--- config.mk ---
export PLATFORM = sky130hd
export DESIGN_NAME = i2cb_engine
export DESIGN_NICKNAME = d
export VERILOG_FILES = /design/src/rtl/i2cb_pkg.sv /design/src/rtl/i2cb_sync.sv /design/src/rtl/i2cb_delay.sv /design/src/rtl/i2cb_engine.sv
export SDC_FILE = /design/constraint.sdc
export NUM_CORES = 1
export LEC_CHECK = 0
export BUFFER_PORTS_ARGS = -buffer_cell sky130_fd_sc_hd__clkbuf_2
export CORE_UTILIZATION = 26
export CTS_BUF_LIST = sky130_fd_sc_hd__clkbuf_8
export DETAILED_ROUTE_END_ITERATION = 12
export PLACE_DENSITY = 0.45
export SETUP_SLACK_MARGIN = 0.3
export SYNTH_ARGS = -nofsm -noshare
export SYNTH_HDL_FRONTEND = slang
export SYNTH_SLANG_ARGS = --single-unit
--- constraint.sdc ---
create_clock -name clk -period 6.4 [get_ports clk]
set_clock_uncertainty 0.05 [all_clocks]
set_input_delay 0.64 -clock clk [delete_from_list [all_inputs] [get_ports clk]]
set_output_delay 0.64 -clock clk [all_outputs]
set_load 0.1 [all_outputs]
--- src/rtl/i2cb_pkg.sv ---
package i2cb_pkg;

  localparam int STEP_W = 4;

  typedef enum logic [2:0] {
    OP_START   = 3'd0,
    OP_RESTART = 3'd1,
    OP_STOP    = 3'd2,
    OP_WRITE   = 3'd3,
    OP_READ    = 3'd4
  } op_e;

  typedef enum logic [3:0] {
    U_END,
    U_WAIT,
    U_WAITHI,
    U_ARB,
    U_ARBW,
    U_SDA_LO,
    U_SDA_REL,
    U_SDA_BIT,
    U_SCL_LO,
    U_SCL_REL,
    U_SAMPLE
  } uop_e;

  // Micro-step table: which action a command performs at a given step.
  function automatic uop_e uop_at(input logic [2:0] op, input logic [STEP_W-1:0] step);
    uop_e u;
    u = U_END;
    case (op)
      OP_START: case (step)
        4'd0: u = U_WAIT;
        4'd1: u = U_ARB;
        4'd2: u = U_SDA_LO;
        4'd3: u = U_WAIT;
        4'd4: u = U_SCL_LO;
        default: u = U_END;
      endcase
      OP_RESTART: case (step)
        4'd0: u = U_SDA_REL;
        4'd1: u = U_WAIT;
        4'd2: u = U_SCL_REL;
        4'd3: u = U_WAITHI;
        4'd4: u = U_WAIT;
        4'd5: u = U_ARB;
        4'd6: u = U_SDA_LO;
        4'd7: u = U_WAIT;
        4'd8: u = U_SCL_LO;
        default: u = U_END;
      endcase
      OP_STOP: case (step)
        4'd0: u = U_SDA_LO;
        4'd1: u = U_WAIT;
        4'd2: u = U_SCL_REL;
        4'd3: u = U_WAITHI;
        4'd4: u = U_WAIT;
        4'd5: u = U_SDA_REL;
        4'd6: u = U_WAIT;
        4'd7: u = U_ARB;
        default: u = U_END;
      endcase
      OP_WRITE: case (step)
        4'd0: u = U_SDA_BIT;
        4'd1: u = U_WAIT;
        4'd2: u = U_SCL_REL;
        4'd3: u = U_WAIT;
        4'd4: u = U_WAITHI;
        4'd5: u = U_ARBW;
        4'd6: u = U_SCL_LO;
        default: u = U_END;
      endcase
      OP_READ: case (step)
        4'd0: u = U_SDA_REL;
        4'd1: u = U_WAIT;
        4'd2: u = U_SCL_REL;
        4'd3: u = U_WAITHI;
        4'd4: u = U_WAIT;
        4'd5: u = U_SAMPLE;
        4'd6: u = U_SCL_LO;
        default: u = U_END;
      endcase
      default: u = U_END;
    endcase
    return u;
  endfunction

endpackage

--- src/rtl/i2cb_sync.sv ---
module i2cb_sync #(
  parameter int WIDTH  = 2,
  parameter int STAGES = 2
) (
  input  logic             clk,
  input  logic             rst,
  input  logic [WIDTH-1:0] din,
  output logic [WIDTH-1:0] dout
);

  logic [WIDTH-1:0] pipe [STAGES];

  genvar s;
  generate
    for (s = 0; s < STAGES; s++) begin : g_stage
      always_ff @(posedge clk) begin
        if (rst) pipe[s] <= '1;
        else if (s == 0) pipe[s] <= din;
        else pipe[s] <= pipe[(s == 0) ? 0 : s - 1];
      end
    end
  endgenerate

  assign dout = pipe[STAGES-1];

endmodule

--- src/rtl/i2cb_delay.sv ---
module i2cb_delay #(
  parameter int DLY_W = 16
) (
  input  logic             clk,
  input  logic             rst,
  input  logic             start,
  input  logic [DLY_W-1:0] len,
  output logic             busy,
  output logic             fin
);

  logic [DLY_W-1:0] cnt;

  always_ff @(posedge clk) begin
    if (rst) begin
      cnt  <= '0;
      busy <= 1'b0;
    end else if (start) begin
      busy <= 1'b1;
      cnt  <= (len == '0) ? '0 : len - 1'b1;
    end else if (busy) begin
      if (cnt == '0) busy <= 1'b0;
      else cnt <= cnt - 1'b1;
    end
  end

  assign fin = busy && (cnt == '0);

endmodule

--- src/rtl/i2cb_engine.sv ---
module i2cb_engine
  import i2cb_pkg::*;
#(
  parameter int DLY_W = 16
) (
  input  logic             clk,
  input  logic             rst,
  input  logic             cmd_valid,
  input  logic [2:0]       cmd_op,
  input  logic             cmd_wbit,
  output logic             cmd_ready,
  input  logic [DLY_W-1:0] half_cycles,
  input  logic             tmo_expired,
  input  logic             scl_in,
  input  logic             sda_in,
  output logic             scl_drive_low,
  output logic             sda_drive_low,
  output logic             done,
  output logic             rd_bit,
  output logic             err_arb,
  output logic             err_tmo
);

  logic              busy;
  logic [2:0]        op_q;
  logic              wbit_q;
  logic [STEP_W-1:0] step;
  logic [1:0]        bus_s;
  logic              scl_s, sda_s;
  logic              dly_start, dly_busy, dly_fin;
  logic              fail_arb, fail_tmo;
  uop_e              uop;

  i2cb_sync #(.WIDTH(2), .STAGES(2)) u_sync (
    .clk(clk), .rst(rst), .din({scl_in, sda_in}), .dout(bus_s)
  );
  assign scl_s = bus_s[1];
  assign sda_s = bus_s[0];

  assign uop = uop_at(op_q, step);

  always_comb begin
    dly_start = 1'b0;
    fail_arb  = 1'b0;
    fail_tmo  = 1'b0;
    if (busy) begin
      case (uop)
        U_WAIT:   dly_start = !dly_busy;
        U_WAITHI: begin
          dly_start = !dly_busy && !scl_s && !tmo_expired;
          fail_tmo  = !dly_busy && !scl_s && tmo_expired;
        end
        U_ARB:    fail_arb = !sda_s;
        U_ARBW:   fail_arb = wbit_q && !sda_s;
        default: ;
      endcase
    end
  end

  i2cb_delay #(.DLY_W(DLY_W)) u_delay (
    .clk(clk), .rst(rst), .start(dly_start), .len(half_cycles),
    .busy(dly_busy), .fin(dly_fin)
  );

  always_ff @(posedge clk) begin
    if (rst) begin
      busy          <= 1'b0;
      op_q          <= 3'd0;
      wbit_q        <= 1'b0;
      step          <= '0;
      scl_drive_low <= 1'b0;
      sda_drive_low <= 1'b0;
      done          <= 1'b0;
      rd_bit        <= 1'b0;
      err_arb       <= 1'b0;
      err_tmo       <= 1'b0;
    end else begin
      done    <= 1'b0;
      err_arb <= 1'b0;
      err_tmo <= 1'b0;
      if (!busy) begin
        if (cmd_valid) begin
          busy   <= 1'b1;
          op_q   <= cmd_op;
          wbit_q <= cmd_wbit;
          step   <= '0;
        end
      end else if (fail_arb || fail_tmo) begin
        busy    <= 1'b0;
        done    <= 1'b1;
        err_arb <= fail_arb;
        err_tmo <= fail_tmo;
        if (op_q != OP_STOP) begin
          scl_drive_low <= 1'b0;
          sda_drive_low <= 1'b0;
        end
      end else begin
        case (uop)
          U_END: begin
            busy <= 1'b0;
            done <= 1'b1;
          end
          U_WAIT:    if (dly_fin) step <= step + 1'b1;
          U_WAITHI:  if (!dly_busy && scl_s) step <= step + 1'b1;
          U_SDA_LO:  begin sda_drive_low <= 1'b1;    step <= step + 1'b1; end
          U_SDA_REL: begin sda_drive_low <= 1'b0;    step <= step + 1'b1; end
          U_SDA_BIT: begin sda_drive_low <= !wbit_q; step <= step + 1'b1; end
          U_SCL_LO:  begin scl_drive_low <= 1'b1;    step <= step + 1'b1; end
          U_SCL_REL: begin scl_drive_low <= 1'b0;    step <= step + 1'b1; end
          U_SAMPLE:  begin rd_bit <= sda_s;          step <= step + 1'b1; end
          default:   step <= step + 1'b1;
        endcase
      end
    end
  end

  assign cmd_ready = !busy;

endmodule

==> qor.txt, run 1 <==
status - complete, no violations
top cell type's share of synthesized area - 31.0%
H-tree levels - 2
Post-CTS Resized - 0
root buffer cell - clkbuf_8
clock sinks - 44
initial antenna violation count - 0
clk_lat worst skew - 0.30 ns
Seq pwr share - 44.0%
core box area - 10500 um2
ranking of synthesized cells by area - dfxtp_1 (31%), nor2_1 (6.5%), ha_1 (5.3%), a21oi_1 (4.6%), mux2i_1 (4.2%)
row cnt - 37
crit start category - flip-flop
largest net degree at the start of global routing - 41
Ys Warns - 0
most instantiated cells after synthesis - nor2_1 (49), dfxtp_1 (44), a21oi_1 (26)
Final Hold Vio Count - 0
relative slew slack - 31.9%
CTS clk-pin slew, worst paths - 0.09 ns
Starting Density - 27.2%
Area Growth Syn to Fin - 12.1%
Synth Net Count - 389
Finished Layout Cells - 510
Synth Cell Area - 2840 um2
fraction of layout cells with a size suffix above 1 - 15.8%
io pins - 33
Post-synth EDFFs - 0
Multi-input gate area - 1840 um2
Final HPWL DP - 5000 um
total track usage - 12.7%
Cells after Synth - 351
CP Capture Type - flip-flop
DRT Pass-1 Iters - 6
switching power - 0.277 mW
GR peak layer - met2
vias post-DR - 2475
fmax - 238 MHz
Max Slew Vio Count - 0
Cell Int Power - 0.469 mW
CP required - 6.53 ns
cts bufs inserted - 5
FF+latch count, synth - 44
final worst-path cycle share - 65.8%
Sum Neg Setup Slack - 0 ns
vias in the first global route - 2314
cell with the most instances after synthesis - nor2_1
wirelength, routed - 6730 um
peak supply drop - 0.0949 mV
Hold Buf Count CTS - 0
Post-route DRC - 0
Register Area - 881 um2
Slew @ Worst Pin - 1.01 ns
RSZ-0062 raised after global routing - false
Port Buffer Count - 32
WL per Instance - 13.2 um
Die Area - 11400 um2
TritonCTS clock tree - done
largest area contributor in the netlist - dfxtp_1
Synth cell types - 61
Longest Clk Path Bufs - 2
# nets final - 411
# setup viols final - 0
average via count per standard cell - 4.85
Gate power share - 31.8%
Post-CTS Setup Inserts - 0
Lkg Pwr - 1.21 nW
global-route wire length before repair - 11600 um
synthesized area per cell - 8.10 um2
Worst EP arrival - 4.34 ns
clock share of power - 24.2%
GR Overflow Total - 0
Sw Share - 37.1%
Die Y - 107 um
met1 Use GR - 17.9%
Period minus WS final - 4.21 ns
Fillers - 1125
asr flop ratio synth - 0%
number of diodes - 0
met2 GRT Util - 19.8%
Cells after DPL - 502
antenna-violating nets left - 0
# Max-Cap Violations - 0
class of the worst hold path - reg -> reg
Synth Flop Type - dfxtp_1
total power - 0.746 mW
grt met3 use - 2.01%
sequential element share of the synthesized area - 31.0%
GPL Wtd Cong - 0.777
Die W - 107 um
path type of the worst setup path - reg -> reg
DR iter-0 viols - 135
CP Max Fanout - 7
Power Density - 234 nW/um2
per-stage QoR:
step	hold WS, ns	cell area, um2	worst slack [ns]	utilization (%)
after floorplan	0.339	2840	2.69	-
after global placement	0.343	3100	2.35	29.6
after detailed placement	0.350	3100	2.24	29.6
after CTS	0.374	3190	2.20	30.5
after global routing	0.390	3190	1.87	30.5
final	0.372	3190	2.19	30.5
path summary, 6_finish.rpt:
check | start | end | slack, ns | cells after the start
min reg2reg | u_sync.pipe[0][0] | u_sync.pipe[1][0] | 0.37 | 1
min | u_sync.pipe[0][0] | u_sync.pipe[1][0] | 0.37 | 1
max reg2reg | step[0] | flip-flop | 2.19 | 13
max | step[0] | flip-flop | 2.19 | 13
metal layers:
layer | part of all wire (%) | wire, um | vias up
li1 | - | - | 1302
met4 | 1.1 | 74 | 0
met2 | 44 | 2960 | 37
met5 | 0 | 0 | -
met3 | 2.5 | 166 | 4
met1 | 52 | 3530 | 1132
layout make-up:
type / count / area share [%]
multi-input cells: 278 / 57.7
flip-flops and latches: 44 / 27.6
well taps: 136 / 5.34
repair buffers: 32 / 5.02
clock buffers: 5 / 2.16
inverters: 12 / 1.41
clock inverters: 3 / 0.745
critical path: stages, from the launching register on:
cell,delay [ns]
dfxtp_1,0.46
inv_1,0.12
ha_1,0.29
nor4_1,0.32
nor4_1,0.10
or3_1,0.41
or4b_4,0.58
a2111oi_4,0.53
nor3_1,0.21
mux2i_1,0.24
nor2b_1,0.32
ha_1,0.29
mux2i_1,0.12
nor2_1,0.05
cell usage in the layout, fill, tap and decap left out, types with 7 or more instances in the layout:
cell type,instances
nand3_1,17
xor2_1,10
clkbuf_2,32
nand2b_1,8
xnor2_1,7
dfxtp_1,44
mux2i_1,12
nand2_1,17
a21oi_1,26
ha_1,12
nor3_1,20
o21ai_0,9
inv_1,12
nor2_1,49
kinds of logic (layout without fill, tap and decap cells):
group / Yosys count / count (layout) / share of synthesized area, %
adders and majority gates: 12 / 12 / 5.28
buffers and inverters: 29 / 52 / 4.31
AOI/OAI and AO/OA: 76 / 76 / 19.4
and+or+nand+nor: 158 / 158 / 29.4
muxes: 15 / 15 / 5.41
xor gates and xnor gates: 17 / 17 / 5.24
DFF: 44 / 44 / 31.0
power by group through the flow:
stage                     sequential, mW  clock (mW)  combinational, mW
after global routing               0.333       0.198              0.269
after detailed placement           0.334           0              0.238
final                              0.328       0.181              0.237
after CTS                          0.328       0.188              0.239
after floorplan                    0.327           0              0.191
after global placement             0.334           0              0.237
Power figures use the tool's default switching activity.
==> run 2: changes to the inputs <==
--- a/config.mk
+++ b/config.mk
@@ -5,6 +5,7 @@
 export SDC_FILE = /design/constraint.sdc
 export NUM_CORES = 1
 export LEC_CHECK = 0
+export ABC_AREA = 1
 export BUFFER_PORTS_ARGS = -buffer_cell sky130_fd_sc_hd__clkbuf_2
 export CORE_UTILIZATION = 26
 export CTS_BUF_LIST = sky130_fd_sc_hd__clkbuf_8
==> constraint.sdc (replaced) <==
create_clock -name clk -period 4 [get_ports clk]
set_clock_uncertainty 0.05 [all_clocks]
set_input_delay 0.4 -clock clk [delete_from_list [all_inputs] [get_ports clk]]
set_output_delay 0.4 -clock clk [all_outputs]
set_load 0.1 [all_outputs]
==> run 2 against run 1 <==
Via count up 17%. First-iteration DRC count up 8.9%. Critical path type unchanged. Largest cell class unchanged. Wire length up 14%. Total power rose to 3.5 times the previous value.
==> qor.txt, run 2 <==
H-tree levels - 2 (unchanged)
io pins - 33 (unchanged)
Setup Slack @ Placement - 1.01 ns (was 2.24 ns)
asr flop ratio synth - 0% (unchanged)
synthesized area per cell - 6.66 um2 (was 8.10 um2)
Synth cell types - 42 (was 61)
ranking of synthesized cells by area - dfxtp_1 (29%), nand2_1 (11%), nor2_1 (9.0%), inv_1 (6.3%), nand3_1 (5.7%) (was dfxtp_1 (31%), nor2_1 (6.5%), ha_1 (5.3%), a21oi_1 (4.6%), mux2i_1 (4.2%))
path type of the worst setup path - reg -> reg (unchanged)
Power Density - 745 nW/um2 (was 234 nW/um2)
vias in the first global route - 2783 (was 2314)
clock sinks - 44 (unchanged)
Hold Buf Count CTS - 0 (unchanged)
Hold Path Depth - 2 (was 1)
Post-route DRC - 0 (unchanged)
Area Growth Syn to Fin - 13.4% (was 12.1%)
Sum Neg Setup Slack - 0 ns (unchanged)
DRT Pass-1 Iters - 4 (was 6)
class of the worst hold path - in -> reg (was reg -> reg)
Slew @ Worst Pin - 0.874 ns (was 1.01 ns)
CP required - 4.16 ns (was 6.53 ns)
Period minus WS final - 3.00 ns (was 4.21 ns)
total power - 2.58 mW (was 0.746 mW)
RSZ-0062 raised after global routing - false (unchanged)
# setup viols final - 0 (unchanged)
Worst EP arrival - 3.16 ns (was 4.34 ns)
Final Hold Vio Count - 0 (unchanged)
Slowest-stage cell, CP - dfxtp_1 (was or4b_4)
CP Max Fanout - 6 (was 7)
final core utilization - 30.4% (was 30.5%)
FF+latch count, synth - 44 (unchanged)
DR iter-0 viols - 147 (was 135)
average via count per standard cell - 4.57 (was 4.85)
Final HPWL DP - 5990 um (was 5000 um)
largest net degree at the start of global routing - 23 (was 41)
cts bufs inserted - 5 (unchanged)
global-route wire length before repair - 13000 um (was 11600 um)
CP Capture Type - flip-flop (unchanged)
commonest non-fill, non-tap cell in the layout - nand2_1 (was nor2_1)
CTS clk-pin slew, worst paths - 0.08 ns (was 0.09 ns)
GR Overflow Total - 0 (unchanged)
largest area contributor in the netlist - dfxtp_1 (unchanged)
sequential element share of the synthesized area - 28.8% (was 31.0%)
core box area - 11400 um2 (was 10500 um2)
cell with the most instances after synthesis - nand2_1 (was nor2_1)
Post-synth EDFFs - 0 (unchanged)
Cells after Synth - 459 (was 351)
fmax - 333 MHz (was 238 MHz)
initial antenna violation count - 0 (unchanged)
# Max-Cap Violations - 0 (unchanged)
Highest Signal Layer - met4 (unchanged)
met2 wire length - 3520 um (was 2960 um)
clk_lat worst skew - 0.31 ns (was 0.30 ns)
row cnt - 39 (was 37)
Buf/Inv on CP - 3 (was 1)
TritonCTS clock tree - done (unchanged)
Post-CTS Resized - 0 (unchanged)
slowest cell delay on critical path - 0.42 ns (was 0.58 ns)
Die Area - 12200 um2 (was 11400 um2)
wire length on met3 - 216 um (was 166 um)
Starting Density - 26.8% (was 27.2%)
fraction of layout cells with a size suffix above 1 - 17.9% (was 15.8%)
top cell type's share of synthesized area - 28.8% (was 31.0%)
antenna-violating nets left - 0 (unchanged)
most instantiated cells after synthesis - nand2_1 (86), nor2_1 (73), inv_1 (51) (was nor2_1 (49), dfxtp_1 (44), a21oi_1 (26))
final worst-path cycle share - 75.0% (was 65.8%)
GPL Wtd Cong - 0.846 (was 0.777)
Post-CTS Setup Inserts - 0 (unchanged)
Setup WS post-layout - 0.999 ns (was 2.19 ns)
peak supply drop - 0.215 mV (was 0.0949 mV)
Lkg Pwr - 1.66 nW (was 1.21 nW)
Longest Clk Path Bufs - 2 (unchanged)
Synth Net Count - 497 (was 389)
number of diodes - 0 (unchanged)
R2R depth - 19 (was 13)
crit start category - flip-flop (unchanged)
Max Slew Vio Count - 0 (unchanged)
wire length on met1 - 3760 um (was 3530 um)
wirelength, routed - 7660 um (was 6730 um)
most frequent cells in the layout - nand2_1 (86), nor2_1 (73), inv_1 (52) (was nor2_1 (49), dfxtp_1 (44), clkbuf_2 (32))
CP cell instances - inv_1 -> ha_1 -> o21ai_2 -> nand2_1 -> nand2_1 -> nand3_2 -> nor2_1 -> nand3_1 -> nand2_1 -> nand2_2 -> nand2_4 -> inv_2 -> nand2_1 -> nor2_1 -> o21ai_2 -> inv_1 -> ha_1 -> nor2_1 -> nor2_1 (was inv_1 -> ha_1 -> nor4_1 -> nor4_1 -> or3_1 -> or4b_4 -> a2111oi_4 -> nor3_1 -> mux2i_1 -> nor2b_1 -> ha_1 -> mux2i_1 -> nor2_1)
Die Y - 110 um (was 107 um)
root buffer cell - clkbuf_8 (unchanged)
Port Buffer Count - 32 (unchanged)
vias post-DR - 2903 (was 2475)
Die W - 110 um (was 107 um)
status - complete, no violations (unchanged)
total track usage - 13.1% (was 12.7%)
Synth Cell Area - 3060 um2 (was 2840 um2)
number of cells on the critical path - 19 (was 13)
# nets final - 529 (was 411)
Synth Flop Type - dfxtp_1 (unchanged)
Ys Warns - 0 (unchanged)
WL per Instance - 12.1 um (was 13.2 um)
critical path's top delay family - simple AND/OR/NAND/NOR gates (unchanged)
relative slew slack - 41.3% (was 31.9%)
[run 2: area by class of cell]
type / count / area (um2)
clock buffers: 5 / 68.8
clock inverters: 3 / 38.8
flip-flops and latches: 44 / 881
inverters: 59 / 226
well taps: 143 / 179
multi-input cells: 348 / 1910
fillers: 1307 / 7950
repair buffers: 33 / 168
[run 2: final timing paths]
kind,from,endpoint,slack (ns)
setup / recovery,step[0],flip-flop,1.0
hold / removal,sda_in,u_sync.pipe[0][0],0.23
hold reg to reg,u_sync.pipe[0][0],u_sync.pipe[1][0],0.37
setup reg to reg,step[0],flip-flop,1.0
[run 2: metal layers]
layer | vias up | track usage, %
met5 | - | 0
met4 | 0 | 5.16
met3 | 14 | 2.03
met2 | 56 | 22.2
met1 | 1292 | 16.7
li1 | 1541 | -
[run 2: power by group]
group          total, mW  leakage, nW  switching, mW  internal [mW]
Clock              0.350       0.0593          0.166          0.183
Combinational       1.56         1.24          0.995          0.567
Sequential         0.673        0.360          0.110          0.563
Total               2.58         1.66           1.27           1.31
[run 2: cells by family (layout without fill, tap and decap cells)]
logic type | after synthesis | after routing | share of synthesized area, %
and+or+nand+nor | 246 | 246 | 37.0
buffers and inverters | 67 | 100 | 8.84
adders and majority gates | 12 | 12 | 4.91
DFF | 44 | 44 | 28.8
AOI/OAI and AO/OA | 66 | 66 | 13.6
xor gates and xnor gates | 24 | 24 | 6.87
[run 2: stage by stage]
step	std cells	cell area [um2]	hold WS (ns)
global route	635	3470	0.214
CTS	635	3470	0.215
floorplan	459	3060	0.339
global placement	627	3360	0.352
finish	635	3470	0.227
detailed placement	627	3360	0.350
